File: config.mk
export PLATFORM = sky130hd
export DESIGN_NAME = spi_byte_master
export DESIGN_NICKNAME = d
export VERILOG_FILES = /design/src/rtl/spi_byte_master.sv
export SDC_FILE = /design/constraint.sdc
export NUM_CORES = 1
export LEC_CHECK = 0
export BUFFER_PORTS_ARGS = -buffer_cell sky130_fd_sc_hd__buf_2
export CAP_MARGIN = 30
export CORE_ASPECT_RATIO = 0.75
export CORE_MARGIN = 2
export CORE_UTILIZATION = 50
export DETAILED_ROUTE_END_ITERATION = 10
export PLACE_DENSITY_LB_ADDON = 0.3
export SKIP_LAST_GASP = 1
export SYNTH_ARGS = -nofsm -noshare
export SYNTH_HDL_FRONTEND = slang
export SYNTH_SLANG_ARGS = --single-unit
File: constraint.sdc
create_clock -name clk -period 4.6 [get_ports clk]
set_clock_uncertainty 0.1 [all_clocks]
set_input_delay 0 -clock clk [delete_from_list [all_inputs] [get_ports clk]]
set_output_delay 0 -clock clk [all_outputs]
set_load 0.01 [all_outputs]
File: src/rtl/spi_byte_master.sv
module spi_byte_master #(
  parameter int AW = 5,
  parameter logic [AW-1:0] A_CTL  = 'h00,
  parameter logic [AW-1:0] A_AUX  = 'h01,
  parameter logic [AW-1:0] A_RATE = 'h04,
  parameter logic [AW-1:0] A_STAT = 'h05,
  parameter logic [AW-1:0] A_DATA = 'h09,
  parameter logic [AW-1:0] A_PIN  = 'h0D,
  parameter logic [AW-1:0] A_DIR  = 'h10
) (
  input  logic          clk,
  input  logic          rst_n,
  input  logic          bus_sel,
  input  logic          bus_wr,
  input  logic [AW-1:0] bus_addr,
  input  logic [7:0]    bus_wdata,
  output logic [7:0]    bus_rdata,
  output logic          irq,
  output logic          sck_o,
  output logic          mosi_o,
  input  logic          miso_i,
  output logic          ss_n_o,
  input  logic          ss_n_i,
  output logic [3:0]    pin_dir_o
);
  localparam int HW = 11;
  localparam int KW = 5;
  localparam logic [KW-1:0] LAST_EDGE = KW'(16);

  logic [7:0]    ctl, aux, tx_sh, rx_sh, rx_hold;
  logic [2:0]    rate_lin, rate_exp;
  logic          pin_ss;
  logic [3:0]    dir_r;
  logic          busy, done_f, coll_f, flt_f, armed;
  logic [HW-1:0] hc;
  logic [KW-1:0] edge_k;

  wire en   = ctl[6];
  wire mst  = ctl[4];
  wire cpol = ctl[3];
  wire cpha = ctl[2];
  wire ssoe = ctl[1];
  wire lsbf = ctl[0];

  wire rd      = bus_sel & ~bus_wr;
  wire wr      = bus_sel & bus_wr;
  wire data_wr = wr & (bus_addr == A_DATA);
  wire clr     = armed & bus_sel & (bus_addr == A_DATA);
  wire stat_rd = rd & (bus_addr == A_STAT);

  wire [HW-1:0] half = (HW'(rate_lin) + HW'(1)) << rate_exp;
  wire          tick = busy & (hc == half - HW'(1));
  wire [KW-1:0] k_nx = edge_k + KW'(1);
  wire          smp  = tick & (k_nx[0] ^ cpha);
  wire          sft  = tick & ~(k_nx[0] ^ cpha) & (k_nx != LAST_EDGE)
                       & ~(cpha & (k_nx == KW'(1)));
  wire          fin  = tick & (k_nx == LAST_EDGE);
  wire [7:0]    rx_nx = lsbf ? {miso_i, rx_sh[7:1]} : {rx_sh[6:0], miso_i};

  wire mode_flt = en & mst & ~ssoe & ~ss_n_i;
  wire collide  = data_wr & busy;
  wire start    = data_wr & ~busy & en & mst & ~mode_flt;

  always_ff @(posedge clk or negedge rst_n) begin
    if (!rst_n) begin
      ctl <= '0; aux <= '0; rate_lin <= '0; rate_exp <= '0;
      pin_ss <= 1'b1; dir_r <= '0;
      busy <= 1'b0; hc <= '0; edge_k <= '0;
      tx_sh <= '0; rx_sh <= '0; rx_hold <= '0;
    end else begin
      if (busy) begin
        hc <= tick ? '0 : hc + HW'(1);
        if (tick) edge_k <= k_nx;
        if (smp)  rx_sh <= rx_nx;
        if (sft)  tx_sh <= lsbf ? {1'b0, tx_sh[7:1]} : {tx_sh[6:0], 1'b0};
        if (fin) begin
          busy    <= 1'b0;
          rx_hold <= smp ? rx_nx : rx_sh;
        end
      end
      if (!en || !mst) busy <= 1'b0;
      if (wr) begin
        if (bus_addr == A_CTL) ctl <= bus_wdata;
        if (bus_addr == A_AUX) aux <= bus_wdata;
        if (bus_addr == A_RATE) begin
          rate_lin <= bus_wdata[6:4];
          rate_exp <= bus_wdata[2:0];
        end
        if (bus_addr == A_PIN) pin_ss <= bus_wdata[3];
        if (bus_addr == A_DIR) dir_r <= bus_wdata[3:0];
      end
      if (start) begin
        busy   <= 1'b1;
        hc     <= '0;
        edge_k <= '0;
        tx_sh  <= bus_wdata;
      end
      if (mode_flt) begin
        ctl[6] <= 1'b0;
        ctl[4] <= 1'b0;
        busy   <= 1'b0;
      end
    end
  end

  always_ff @(posedge clk or negedge rst_n) begin
    if (!rst_n) begin
      done_f <= 1'b0; coll_f <= 1'b0; flt_f <= 1'b0; armed <= 1'b0;
    end else begin
      done_f <= fin      | (done_f & ~clr);
      coll_f <= collide  | (coll_f & ~clr);
      flt_f  <= mode_flt | (flt_f  & ~clr);
      if (stat_rd)  armed <= done_f | coll_f | flt_f;
      else if (clr) armed <= 1'b0;
    end
  end

  always_comb begin
    bus_rdata = '0;
    if (rd) begin
      case (bus_addr)
        A_CTL:   bus_rdata = ctl;
        A_AUX:   bus_rdata = aux;
        A_RATE:  bus_rdata = {1'b0, rate_lin, 1'b0, rate_exp};
        A_STAT:  bus_rdata = {done_f, coll_f, 1'b0, flt_f, 4'b0};
        A_DATA:  bus_rdata = rx_hold;
        A_PIN:   bus_rdata = {4'b0, pin_ss, 3'b0};
        A_DIR:   bus_rdata = {4'b0, dir_r};
        default: bus_rdata = '0;
      endcase
    end
  end

  assign irq       = ctl[7] & (done_f | flt_f);
  assign sck_o     = cpol ^ (busy & edge_k[0]);
  assign mosi_o    = busy & (lsbf ? tx_sh[0] : tx_sh[7]);
  assign ss_n_o    = (mst & ssoe) ? ~busy : pin_ss;
  assign pin_dir_o = dir_r;
endmodule

==> results of run 1 <==
==> worst reg2reg max path, cell delays in order (launching register included) <==
cell      delay (ns)
dfrtp_1         0.46
ha_1            0.31
and4b_1         0.25
or4_4           0.56
o221a_2         0.41
xnor3_1         0.36
a211oi_1        0.27
nand4_2         0.33
nor4_4          0.64
mux2_2          0.41
==> synth_stat cells, types with 3 or more instances <==
master,number
a211oi_1,4
a21o_1,6
a21oi_1,13
a221o_1,3
a221oi_1,5
a222oi_1,4
a22oi_1,4
a31oi_1,4
and2_1,3
and3_1,4
buf_2,3
clkbuf_1,21
dfrtp_1,71
ha_1,6
inv_1,16
mux2_2,47
mux2i_1,31
nand2_1,41
nand2b_1,7
nand3_1,19
nand4_1,5
nor2_1,28
nor2b_1,7
nor3_1,15
nor3b_1,4
nor4_1,12
o211ai_1,3
o21a_1,3
o21ai_0,18
o22ai_1,3
xnor2_1,13
xor2_1,11
==> cell type report <==
type,instances,area (µm²)
fill,756,3615
multi-input combinational,360,2689
sequential,72,1803
timing repair buffer,60,397.9
clock buffer,10,229.0
tap,128,160.2
clock inverter,6,92.59
inverter,16,60.06
==> state kept, by name (all words and copies together) (netlist names), 3 cells and up <==
signal     count
tx_sh          8
rx_sh          8
edge_k         5
ctl            8
aux            8
rate_exp       3
hc            11
pin_dir_o      4
rx_hold        8
rate_lin       3
==> placed cells by master (no fill, tap or decap), types with 4 or more instances in the layout <==
| master | count |
|---|---|
| dfrtp_1 | 71 |
| buf_2 | 35 |
| nand4_1 | 5 |
| nor4_1 | 10 |
| and3_1 | 4 |
| nor3_1 | 15 |
| mux2_2 | 47 |
| nand2_1 | 41 |
| a21oi_1 | 13 |
| dlygate4sd3_1 | 14 |
| ha_1 | 6 |
| nor2_1 | 28 |
| a221oi_1 | 5 |
| inv_1 | 16 |
| xor2_1 | 11 |
| xnor2_1 | 13 |
| mux2i_1 | 31 |
| a22oi_1 | 4 |
| o21ai_0 | 18 |
| a21o_1 | 6 |
| nand2b_1 | 7 |
| a211oi_1 | 4 |
| nor3b_1 | 4 |
| a31oi_1 | 4 |
| a222oi_1 | 4 |
| nand3_1 | 19 |
| nor2b_1 | 7 |
| clkbuf_16 | 9 |
| buf_4 | 11 |
==> routing by layer <==
metal,global-route usage,wire [µm],up-vias
met5,0,0,-
met4,0.06900,182,0
met3,0.06021,659,16
met2,0.3764,5358,117
met1,0.3763,5937,1926
li1,-,-,1858
==> cells by family after synthesis <==
| family | share of synthesized area |
|---|---|
| flip-flops | 0.3869 |
| adder cells (fa/ha/maj) | 0.01611 |
| AO/OA/AOI/OAI | 0.1455 |
| XOR/XNOR | 0.04995 |
| buffers and inverters | 0.03867 |
| AND/OR/NAND/NOR | 0.1826 |
| multiplexers | 0.1802 |
==> power breakdown <==
part	leakage [nW]	switching (W)	internal, W	total [W]
Sequential	0.891	0.0000495	0.000670	0.000720
Clock	0.149	0.000281	0.000478	0.000758
Combinational	1.31	0.000232	0.000178	0.000410
Total	2.35	0.000562	0.00133	0.00189
==> metrics by stage <==
stage	std cells	hold WS [ns]	setup WS, ns	total power [W]	util
after global placement	621	0.1590	0.5503	0.001113	0.5488
final	652	0.08655	0.3907	0.001888	0.6004
after global routing	652	0.1474	0.1608	0.001966	0.6004
after CTS	652	0.07176	0.3990	0.001897	0.6004
after detailed placement	622	0.1711	0.4166	0.001127	0.5494
after floorplan	475	-0.3956	0.7476	0.001023	-
==> final timing paths <==
path,endpoint,cells past startpoint
worst max-delay path,rx_sh[7],9
worst min-delay path,armed,6
worst max register to register,rx_sh[7],9
worst min register to register,armed,2
max in group asynchronous,rate_exp[2],3
min in group asynchronous,hc[10],3
==> impl_metrics.tcl, run 1 <==
set metrics [dict create \
    status "completed" \
    remaining_drc_errors 0 \
    synth-edff-count 0 \
    powerDensity_nw_per_um2 347.6 \
    cp_slowest_stage_delay_ns 0.64 \
    synthTopCellsByArea "dfrtp_1 (38%), mux2_2 (11%), mux2i_1 (6.7%)" \
    worst_pin_slew_ns 1.063 \
    antenna_found_initial 0 \
    viasPerCell 6.008 \
    yosysTopAreaCell "dfrtp_1" \
    ys_ff_latch 72 \
    synth-seq-area-share 0.3869 \
    ys_async_sr_fraction 1.000 \
    route.vias.total 3917 \
    antennaDiodeCount 0 \
    grt_max_degree 73 \
    syn_area_um2 4659 \
    cp_data_required_time_ns 4.72 \
    ios 35 \
    cp_max_fo 9 \
    setup_viol 0 \
    io_buffers 34 \
    die_y_um 87.60 \
    cap_viol_max_count 0 \
    dr.pass1.iters 5 \
    rsz0062_at_grt "no" \
    syn-num-nets 500 \
    clk_latency_ns 0.34 \
    slew_viol_final 0 \
    core_um2 9046 \
    antenna_left 0 \
    numCtsBuffers 9 \
    critPathLaunchType "flip-flop" \
    syn_area_per_cell_um2 9.809 \
    relSlewSlack 0.2851 \
    critPathSlowestCell "nor4_4" \
    drive_above_1_share 0.2347 \
    worstPathArrival_ns 4.33 \
    syn_to_final_growth_pct 16.57 \
    nNetsFinal 544 \
    hp-class "input port to flip-flop" \
    cts.sinks 72 \
    dieArea_um2 10120 \
    routabilityCongestion 0.9238 \
    hold_buffers 14 \
    cts.clk_slew.worst_paths_ns 0.06 \
    yosysWarnings 0 \
    ir_worst_vdd_mv 0.2547 \
    wl_um 12140 \
    timing.rr.start "rate_lin[1]" \
    crit_family "simple AND/OR/NAND/NOR gates" \
    min_period_ns 4.209 \
    hold_violations 0 \
    netlist_instances 475 \
    p_leak_nw 2.348 \
    start_util 0.5151 \
    reg2reg_slack_ns 0.39 \
    grt_pass1_wl_um 19750 \
    hp-start "bus_addr[3]" \
    clock_path_buffers 2 \
    wire_per_inst_um 18.62 \
    grt_usage 0.2548 \
    cts_resized 0 \
    cts_root_buf "clkbuf_16" \
    drt_iter0_drc 269 \
    path_buf_inv 0 \
    fp.dieW_um 115.5 \
    worstSetupPathType "flip-flop to flip-flop" \
    max_freq_ghz 0.2376 \
    h-tree-depth 3 \
    critPathLaunch "rate_lin[1]" \
    fp-row-count 30 \
    fin_setup_tns_ns 0 \
    dpl.hpwl_um 8674 \
    synth_ff_type "dfrtp_1" \
    grt_pass1_vias 3766 \
    final_cell_area_um2 5431 \
    grt_overflow 0 \
    cts_tree "built" \
    netlist.area_leader.share 0.3813 \
    place_area_um2 4970 \
    synth_cell_types 67 \
    fin_crit_sh 0.9151 \
    worstSetupEndpointType "flip-flop" \
    crit_chain "ha_1 > and4b_1 > or4_4 > o221a_2 > xnor3_1 > a211oi_1 > nand4_2 > nor4_4 > mux2_2" \
    postCtsSetupRepairBufs 0 \
]
Note: power is estimated with default switching activity, not from simulation.
==> run 2: changes to the inputs <==
CELL_PAD_IN_SITES_DETAIL_PLACEMENT = 0   (was default)
CELL_PAD_IN_SITES_GLOBAL_PLACEMENT = 1   (was default)
CORE_UTILIZATION = 48   (was 50)
==> impl_metrics.tcl, run 2 (same netlist as run 1, synthesis figures left out) <==
set metrics [dict create \
    instances_no_fill 655 \
    hp-class "input port to flip-flop" \
    largest_reg_flops 11 \
    antenna_left 0 \
    fillCellCount 883 \
    grt_pass1_wl_um 19640 \
    cts_root_buf "clkbuf_16" \
    worst_pin_slew_ns 1.031 \
    syn_to_final_growth_pct 17.02 \
    dr.pass1.iters 4 \
    fin_util 0.5715 \
    reg2reg_slack_ns 0.43 \
    multiInputGateArea_um2 2689 \
    postCtsSetupRepairBufs 0 \
    wire_per_inst_um 18.65 \
    worstPathArrival_ns 4.28 \
    p_leak_nw 2.357 \
    fin_crit_sh 0.9064 \
    cap_viol_max_count 0 \
    wl_um 12220 \
    fin_setup_tns_ns 0 \
    fp-row-count 31 \
    r2r_end "rx_sh[2]" \
    regArea_um2 1803 \
    grt_usage 0.2425 \
    antenna_found_initial 0 \
    io_buffers 34 \
    die_y_um 89.33 \
    drive_above_1_share 0.2333 \
    worstSetupEndpointType "flip-flop" \
    routabilityCongestion 0.8635 \
    cts.clk_slew.worst_paths_ns 0.06 \
    hp-start "bus_addr[3]" \
    placed_cells 626 \
    dieArea_um2 10520 \
    status "completed" \
    grt_max_degree 73 \
    slew_viol_final 0 \
    cts_tree "built" \
    rsz0062_at_grt "no" \
    grt_pass1_vias 3618 \
    relSlewSlack 0.3077 \
    grt_overflow 0 \
    hold-path-endpoint "armed" \
    worstSetupPathType "flip-flop to flip-flop" \
    cts.sinks 72 \
    max_freq_ghz 0.2398 \
    cp_data_required_time_ns 4.71 \
    nNetsFinal 544 \
    powerDensity_nw_per_um2 354.0 \
    core_um2 9542 \
    viasPerCell 5.860 \
    remaining_drc_errors 0 \
    h-tree-depth 3 \
    ir_worst_vdd_mv 0.2927 \
    holdPathStages 6 \
    final_cell_mix "dfrtp_1 (71), mux2_2 (47), nand2_1 (41)" \
    r2r_cells 9 \
    dpl.hpwl_um 8635 \
    fp.dieW_um 117.8 \
    clock_path_buffers 2 \
    setup_viol 0 \
    cp_max_fo 9 \
    start_util 0.4883 \
    route.vias.total 3838 \
    numCtsBuffers 9 \
    ios 35 \
    antennaDiodeCount 0 \
    min_period_ns 4.169 \
    timing.rr.start "rate_lin[1]" \
    place_area_um2 4977 \
    final_cell_area_um2 5453 \
    final_common_cell "dfrtp_1" \
    cts_resized 0 \
    hold_violations 0 \
    hold_buffers 14 \
    critPathLaunchType "flip-flop" \
    drt_iter0_drc 279 \
    top_register "hc" \
    clk_latency_ns 0.33 \
]
==> run 2: area by class of cell <==
cell class,count,share of cell area
Multi-Input combinational cell,360,0.4931
Sequential cell,72,0.3307
Timing Repair Buffer,60,0.07343
Clock buffer,10,0.04199
Tap cell,132,0.03029
Clock inverter,5,0.01950
Inverter,16,0.01101
==> run 2: per-layer routing <==
metal,GRT usage,up-vias,share of wire
met2,0.3679,106,0.44
met5,0,-,0
li1,-,1849,-
met1,0.3521,1870,0.49
met4,0.06572,0,0.017
met3,0.05421,13,0.053
==> run 2: worst max-delay path by stage <==
stage,startpoint,end,slack (ns),cells after the start
final,rate_lin[1],rx_sh[2],0.43,9
after global routing,rate_lin[1],rx_sh[2],0.22,9
after CTS,rate_lin[1],rx_sh[2],0.42,9
after detailed placement,rate_lin[1],rx_sh[2],0.43,9
after global placement,rate_lin[1],rx_sh[2],0.52,9
after floorplan,rate_lin[1],rx_sh[0],0.75,10
==> run 2: critical path, cell delays in order, from the launching register on <==
cell	delay, ns
dfrtp_1	0.45
ha_1	0.30
and4b_1	0.25
or4_4	0.56
o221a_2	0.40
xnor3_1	0.36
a211oi_1	0.27
nand4_2	0.32
nor4_4	0.62
mux2_2	0.41
==> run 2: per-stage QoR <==
step	worst slack, ns	power, W	hold slack [ns]
final	0.4306	0.001930	0.07124
after global routing	0.2189	0.002012	0.1343
after floorplan	0.7476	0.001023	-0.3956
after global placement	0.5183	0.001119	0.1664
after CTS	0.4158	0.001937	0.06243
after detailed placement	0.4334	0.001128	0.1654
==> run 2: where the power goes <==
group | switching, W | internal, W | total [W] | leakage (nW)
clock | 0.000270 | 0.000528 | 0.000798 | 0.159
combinational | 0.000234 | 0.000180 | 0.000414 | 1.31
sequential | 0.0000475 | 0.000671 | 0.000718 | 0.891
total | 0.000552 | 0.00138 | 0.00193 | 2.36
